File: src/rtl/residency_pkg.sv
package residency_pkg;
  typedef struct packed {
    logic lookup;
    logic drain;
  } ctrlStrobe_t;
endpackage

File: src/rtl/residency_ctrl.sv
module residency_ctrl #(
  parameter int NUM_LINES = 8,
  localparam int IDX_W = $clog2(NUM_LINES)
) (
  input  logic clk,
  input  logic rstN,
  input  logic refValid,
  input  logic flushReq,
  output residency_pkg::ctrlStrobe_t strobe,
  output logic [IDX_W-1:0] drainIdx,
  output logic flushBusy
);
  localparam logic [IDX_W-1:0] LAST_IDX = IDX_W'(NUM_LINES - 1);
  logic busyQ;
  logic [IDX_W-1:0] ptrQ;

  always_comb begin
    strobe.lookup = refValid;
    strobe.drain  = busyQ && !refValid;
  end

  always_ff @(posedge clk) begin
    if (!rstN) begin
      busyQ <= 1'b0;
      ptrQ  <= '0;
    end else if (!busyQ) begin
      if (flushReq) begin
        busyQ <= 1'b1;
        ptrQ  <= '0;
      end
    end else if (strobe.drain) begin
      if (ptrQ == LAST_IDX) busyQ <= 1'b0;
      else ptrQ <= ptrQ + 1'b1;
    end
  end

  assign drainIdx  = ptrQ;
  assign flushBusy = busyQ;
endmodule

File: src/rtl/residency_datapath.sv
module residency_datapath #(
  parameter int NUM_LINES  = 8,
  parameter int LINE_BYTES = 4,
  parameter int ADDR_W     = 16,
  parameter int CNT_W      = 8,
  localparam int IDX_W = $clog2(NUM_LINES),
  localparam int OFF_W = $clog2(LINE_BYTES),
  localparam int TAG_W = ADDR_W - IDX_W - OFF_W
) (
  input  logic clk,
  input  logic rstN,
  input  residency_pkg::ctrlStrobe_t strobe,
  input  logic [ADDR_W-1:0] refAddr,
  input  logic [IDX_W-1:0] drainIdx,
  output logic repValid,
  output logic [CNT_W-1:0] repLen
);
  localparam logic [CNT_W-1:0] CNT_MAX = '1;
  localparam logic [CNT_W-1:0] CNT_ONE = CNT_W'(1);

  logic [NUM_LINES-1:0] validQ;
  logic [TAG_W-1:0] tagQ [NUM_LINES];
  logic [CNT_W-1:0] cntQ [NUM_LINES];
  logic repValidQ;
  logic [CNT_W-1:0] repLenQ;

  logic [IDX_W-1:0] refIdx;
  logic [TAG_W-1:0] refTag;
  logic hit;

  always_comb begin
    refIdx = refAddr[OFF_W +: IDX_W];
    refTag = refAddr[ADDR_W-1 -: TAG_W];
    hit    = validQ[refIdx] && (tagQ[refIdx] == refTag);
  end

  always_ff @(posedge clk) begin
    if (!rstN) begin
      validQ    <= '0;
      repValidQ <= 1'b0;
      repLenQ   <= '0;
    end else begin
      repValidQ <= 1'b0;
      if (strobe.lookup) begin
        if (hit) begin
          if (cntQ[refIdx] != CNT_MAX) cntQ[refIdx] <= cntQ[refIdx] + 1'b1;
        end else begin
          if (validQ[refIdx]) begin
            repValidQ <= 1'b1;
            repLenQ   <= cntQ[refIdx];
          end
          validQ[refIdx] <= 1'b1;
          tagQ[refIdx]   <= refTag;
          cntQ[refIdx]   <= CNT_ONE;
        end
      end else if (strobe.drain && validQ[drainIdx]) begin
        repValidQ        <= 1'b1;
        repLenQ          <= cntQ[drainIdx];
        validQ[drainIdx] <= 1'b0;
      end
    end
  end

  assign repValid = repValidQ;
  assign repLen   = repLenQ;
endmodule

File: src/rtl/residency_monitor.sv
module residency_monitor #(
  parameter int NUM_LINES  = 8,
  parameter int LINE_BYTES = 4,
  parameter int ADDR_W     = 16,
  parameter int CNT_W      = 8,
  localparam int IDX_W = $clog2(NUM_LINES)
) (
  input  logic clk,
  input  logic rstN,
  input  logic refValid,
  input  logic [ADDR_W-1:0] refAddr,
  input  logic flushReq,
  output logic repValid,
  output logic [CNT_W-1:0] repLen,
  output logic flushBusy
);
  residency_pkg::ctrlStrobe_t strobe;
  logic [IDX_W-1:0] drainIdx;

  residency_ctrl #(.NUM_LINES(NUM_LINES)) uCtrl (
    .clk(clk), .rstN(rstN), .refValid(refValid), .flushReq(flushReq),
    .strobe(strobe), .drainIdx(drainIdx), .flushBusy(flushBusy)
  );

  residency_datapath #(
    .NUM_LINES(NUM_LINES), .LINE_BYTES(LINE_BYTES),
    .ADDR_W(ADDR_W), .CNT_W(CNT_W)
  ) uPath (
    .clk(clk), .rstN(rstN), .strobe(strobe), .refAddr(refAddr),
    .drainIdx(drainIdx), .repValid(repValid), .repLen(repLen)
  );
endmodule

File: config.mk
export PLATFORM = sky130hd
export DESIGN_NAME = residency_monitor
export DESIGN_NICKNAME = d
export VERILOG_FILES = /design/src/rtl/residency_pkg.sv /design/src/rtl/residency_ctrl.sv /design/src/rtl/residency_datapath.sv /design/src/rtl/residency_monitor.sv
export SDC_FILE = /design/constraint.sdc
export NUM_CORES = 1
export LEC_CHECK = 0
export BUFFER_PORTS_ARGS = -buffer_cell sky130_fd_sc_hd__clkbuf_2
export CORE_MARGIN = 1
export CORE_UTILIZATION = 56
export DETAILED_ROUTE_END_ITERATION = 10
export PLACE_DENSITY = 0.73
export SKIP_CTS_REPAIR_TIMING = 1
export SYNTH_ARGS = -nofsm -noshare
export SYNTH_HDL_FRONTEND = slang
export SYNTH_SLANG_ARGS = --single-unit
export TNS_END_PERCENT = 20
File: constraint.sdc
create_clock -name clk -period 4.3 [get_ports clk]
set_input_delay 0.43 -clock clk [delete_from_list [all_inputs] [get_ports clk]]
set_output_delay 0.43 -clock clk [all_outputs]
set_load 0.005 [all_outputs]
==> results.tsv <==
stage	metric	value	unit
clock_tree	Num CTS Buffers	17	
timing	Worst Clk Skew	0.00853	ns
power	Pint	2.80	mW
synthesis	area leader, netlist	edfxtp_1	
timing	Fmax achieved	0.296	GHz
hold_path	Hold Crit Class	primary input to flip-flop	
run_status	status	finished clean	
finish	final layout net count	576	
floorplanning	initial core utilization	57.4	%
finish	leading cell type in the layout, fill and taps excluded	edfxtp_1	
synthesis	Mapped Cells	515	
detailed_routing	routed wire length	16200	um
power	Max VDD drop	0.252	mV
clock_tree	CTS tree	yes	
synthesis	Mapped Area	7940	um^2
power	power per cell area	412	nW/um^2
worst_setup_path	crit path kind	primary input to flip-flop	
synthesis	Syn Nets	538	
place	Routability Congestion	0.833	
finish	most frequent cells in the layout	152 x edfxtp_1, 43 x nand2_1, 43 x mux2i_1	
timing	final setup fails	0	
clock_tree	clk_lat worst skew	0.43	ns
synthesis	Synth top area share	57.5	%
grt	largest net degree at the start of global routing	48	
floorplanning	die footprint	14700	um^2
timing	Period Utilization, post-route	78.5	%
timing	Final Hold Fails	0	
clock_tree	Worst-path clk slew	0.07	ns
floorplanning	core area	13800	um^2
finish	layout cells sized above 1	23.9	%
clock_tree	Clock Tree Buf Depth	2	
timing	Final min period	3.37	ns
power	Clk pwr share	39.6	%
synthesis	EDFF count, synth	152	
power	Sw Ratio	23.9	%
grt	first-pass GRT wire length	25700	um
finish	Layout area overhead	12.4	%
synthesis	main flop type after synthesis	edfxtp_1	
detailed_routing	Residual DRC	0	
power	Pleak	3.02	nW
synthesis	post-synthesis cell type count	59	
synthesis	register area share after synthesis	63.6	%
power	Pwr Total	3.67	mW
clock_tree	Sink Count	176	
clock_tree	H-tree depth	4	
detailed_routing	drt first pass iters	6	
power	logic gate share of total power	8.1	%
timing	Rel. slew slack	28.8	%
flow_run	max_cap viols	0	
timing	Pins Over Slew Limit	0	
worst_setup_path	Critical Path Sink Type	flip-flop	
floorplanning	# rows	43	
grt	global-route usage over all layers	24.3	%
worst_setup_path	Max FO, Critical Path	19	
synthesis	async set-reset flop share out of synthesis	0	%
timing	setup TNS	0	ns
grt	vias in the first global route	4642	
worst_setup_path	CP arrival	3.61	ns
place	Post-DP HPWL	10500	um
timing	actual slew at the worst max-slew pin	1.06	ns
timing	RSZ-0062 raised after global routing	no	
power	sequential fraction of design power	52.3	%
detailed_routing	post-DR wirelength/cell	21.7	um
synthesis	Syn. warnings	0	
detailed_routing	Via Count	4696	
detailed_routing	post-DR vias/cell	6.29	
synthesis	largest cells by area after synthesis	edfxtp_1 58%, mux4_2 10%, dfxtp_1 6.1%	
finish	antenna cells	0	
worst_setup_path	worst endpoint required time	4.54	ns
power	Switch Pwr	0.878	mW
floorplanning	die width	121	um
detailed_routing	DRT iter0 DRCs	440	
synthesis	Yosys reg bits	176	
worst_setup_path	crit start category	primary input	
synthesis	mean post-synth cell area	15.4	um^2
grt	gr ovfl total	0	
clock_tree	clk root buf	clkbuf_16	
grt	antenna violations before repair	0	
detailed_routing	Final ANT Viol Nets	0	
floorplanning	I/O pin total	30	
floorplanning	die height	121	um
place	port buffer count	27	
==> registers in the layout, indices dropped and copies added (netlist names), named ones only <==
register and count:
uPath.tagQ 88, uPath.cntQ 64, uPath.repLen 8, uPath.validQ 8
uCtrl.drainIdx 3, uCtrl.flushBusy 1, uPath.repValid 1
==> power by group through the flow <==
stage | registers [mW] | logic [mW] | clock network [mW]
2_1_floorplan | 1.95 | 0.207 | 0
3_3_place_gp | 1.96 | 0.289 | 0
5_1_grt | 1.92 | 0.326 | 1.53
6_report | 1.92 | 0.298 | 1.45
4_1_cts | 1.92 | 0.298 | 1.48
3_5_place_dp | 1.96 | 0.296 | 0
==> cell usage after synthesis, types with 4 or more instances <==
cell type  count
and2_1         9
mux4_2        36
buf_2         12
a21boi_0       7
nand3_1        9
o31ai_1        4
mux2_2         9
nor2_1        20
clkbuf_1      13
xnor2_1        9
edfxtp_1     152
nand2_1       43
a31oi_1        4
o21ai_0        9
o211ai_1       8
a22oi_1        6
mux2i_1       43
a221oi_1      10
nor3_1         7
nor2b_1        9
a21oi_1        8
dfxtp_1       24
inv_1          4
nand2b_1       4
and3_1         5
==> layout make-up <==
cell class                      instances  area, um^2
Sequential cell                       176        5040
Fill cell                             914        4910
Multi-Input combinational cell        302        2720
Clock buffer                           17         425
Timing Repair Buffer                   50         345
Tap cell                              180         225
Clock inverter                         15         138
Inverter                                6        22.5
==> cell families after synthesis <==
| family | Yosys count | synth area share [%] |
|---|---|---|
| AO/OA/AOI/OAI | 78 | 7.60 |
| multiplexers | 88 | 16.9 |
| adder cells (fa/ha/maj) | 3 | 0.473 |
| XOR/XNOR | 11 | 1.21 |
| buffers and inverters | 37 | 2.27 |
| AND/OR/NAND/NOR | 122 | 7.98 |
| flip-flops | 176 | 63.6 |
==> worst max-delay path: stages <==
cell and delay [ns]:
clkbuf_2 0.36, clkinv_1 0.48, mux4_2 0.59, xnor2_1 0.14
nor3_1 0.39, nand4_4 0.29, o211ai_4 0.53, and3_1 0.40
==> routing by layer <==
| metal | global-route usage, % | share of wire [%] | vias to the layer above | wire (um) |
|---|---|---|---|---|
| met5 | 0 | 0 | - | 0 |
| met1 | 33.1 | 42 | 2289 | 6740 |
| met4 | 11.0 | 2.1 | 0 | 335 |
| met3 | 6.58 | 9.5 | 36 | 1540 |
| li1 | - | - | 2130 | - |
| met2 | 36.6 | 47 | 241 | 7550 |
==> path summary, 6_finish.rpt <==
check	startpoint	end	slack [ns]	cells past startpoint
worst max-delay path	refAddr[4]	uPath.cntQ[7][4]	0.93	8
worst min-delay path	refAddr[6]	uPath.tagQ[3][1]	0.30	1
worst max register to register	uPath.cntQ[7][0]	uPath.cntQ[4][0]	1.22	9
worst min register to register	uPath.repLen[4]	uPath.repLen[4]	0.46	2
==> per-stage QoR <==
| step | std cells | util, % | area [um^2] | hold WS [ns] | worst slack [ns] |
|---|---|---|---|---|---|
| 6_report | 746 | 64.5 | 8920 | 0.302 | 0.926 |
| 5_1_grt | 746 | 64.5 | 8920 | 0.308 | 0.644 |
| 4_1_cts | 746 | 64.5 | 8920 | 0.286 | 0.892 |
| 3_5_place_dp | 714 | 60.4 | 8360 | 0.458 | 0.452 |
| 3_3_place_gp | 714 | 60.4 | 8360 | 0.445 | 0.465 |
| 2_1_floorplan | 515 | - | 7940 | 0.454 | 0.944 |
Note: power is estimated with default switching activity, not from simulation.
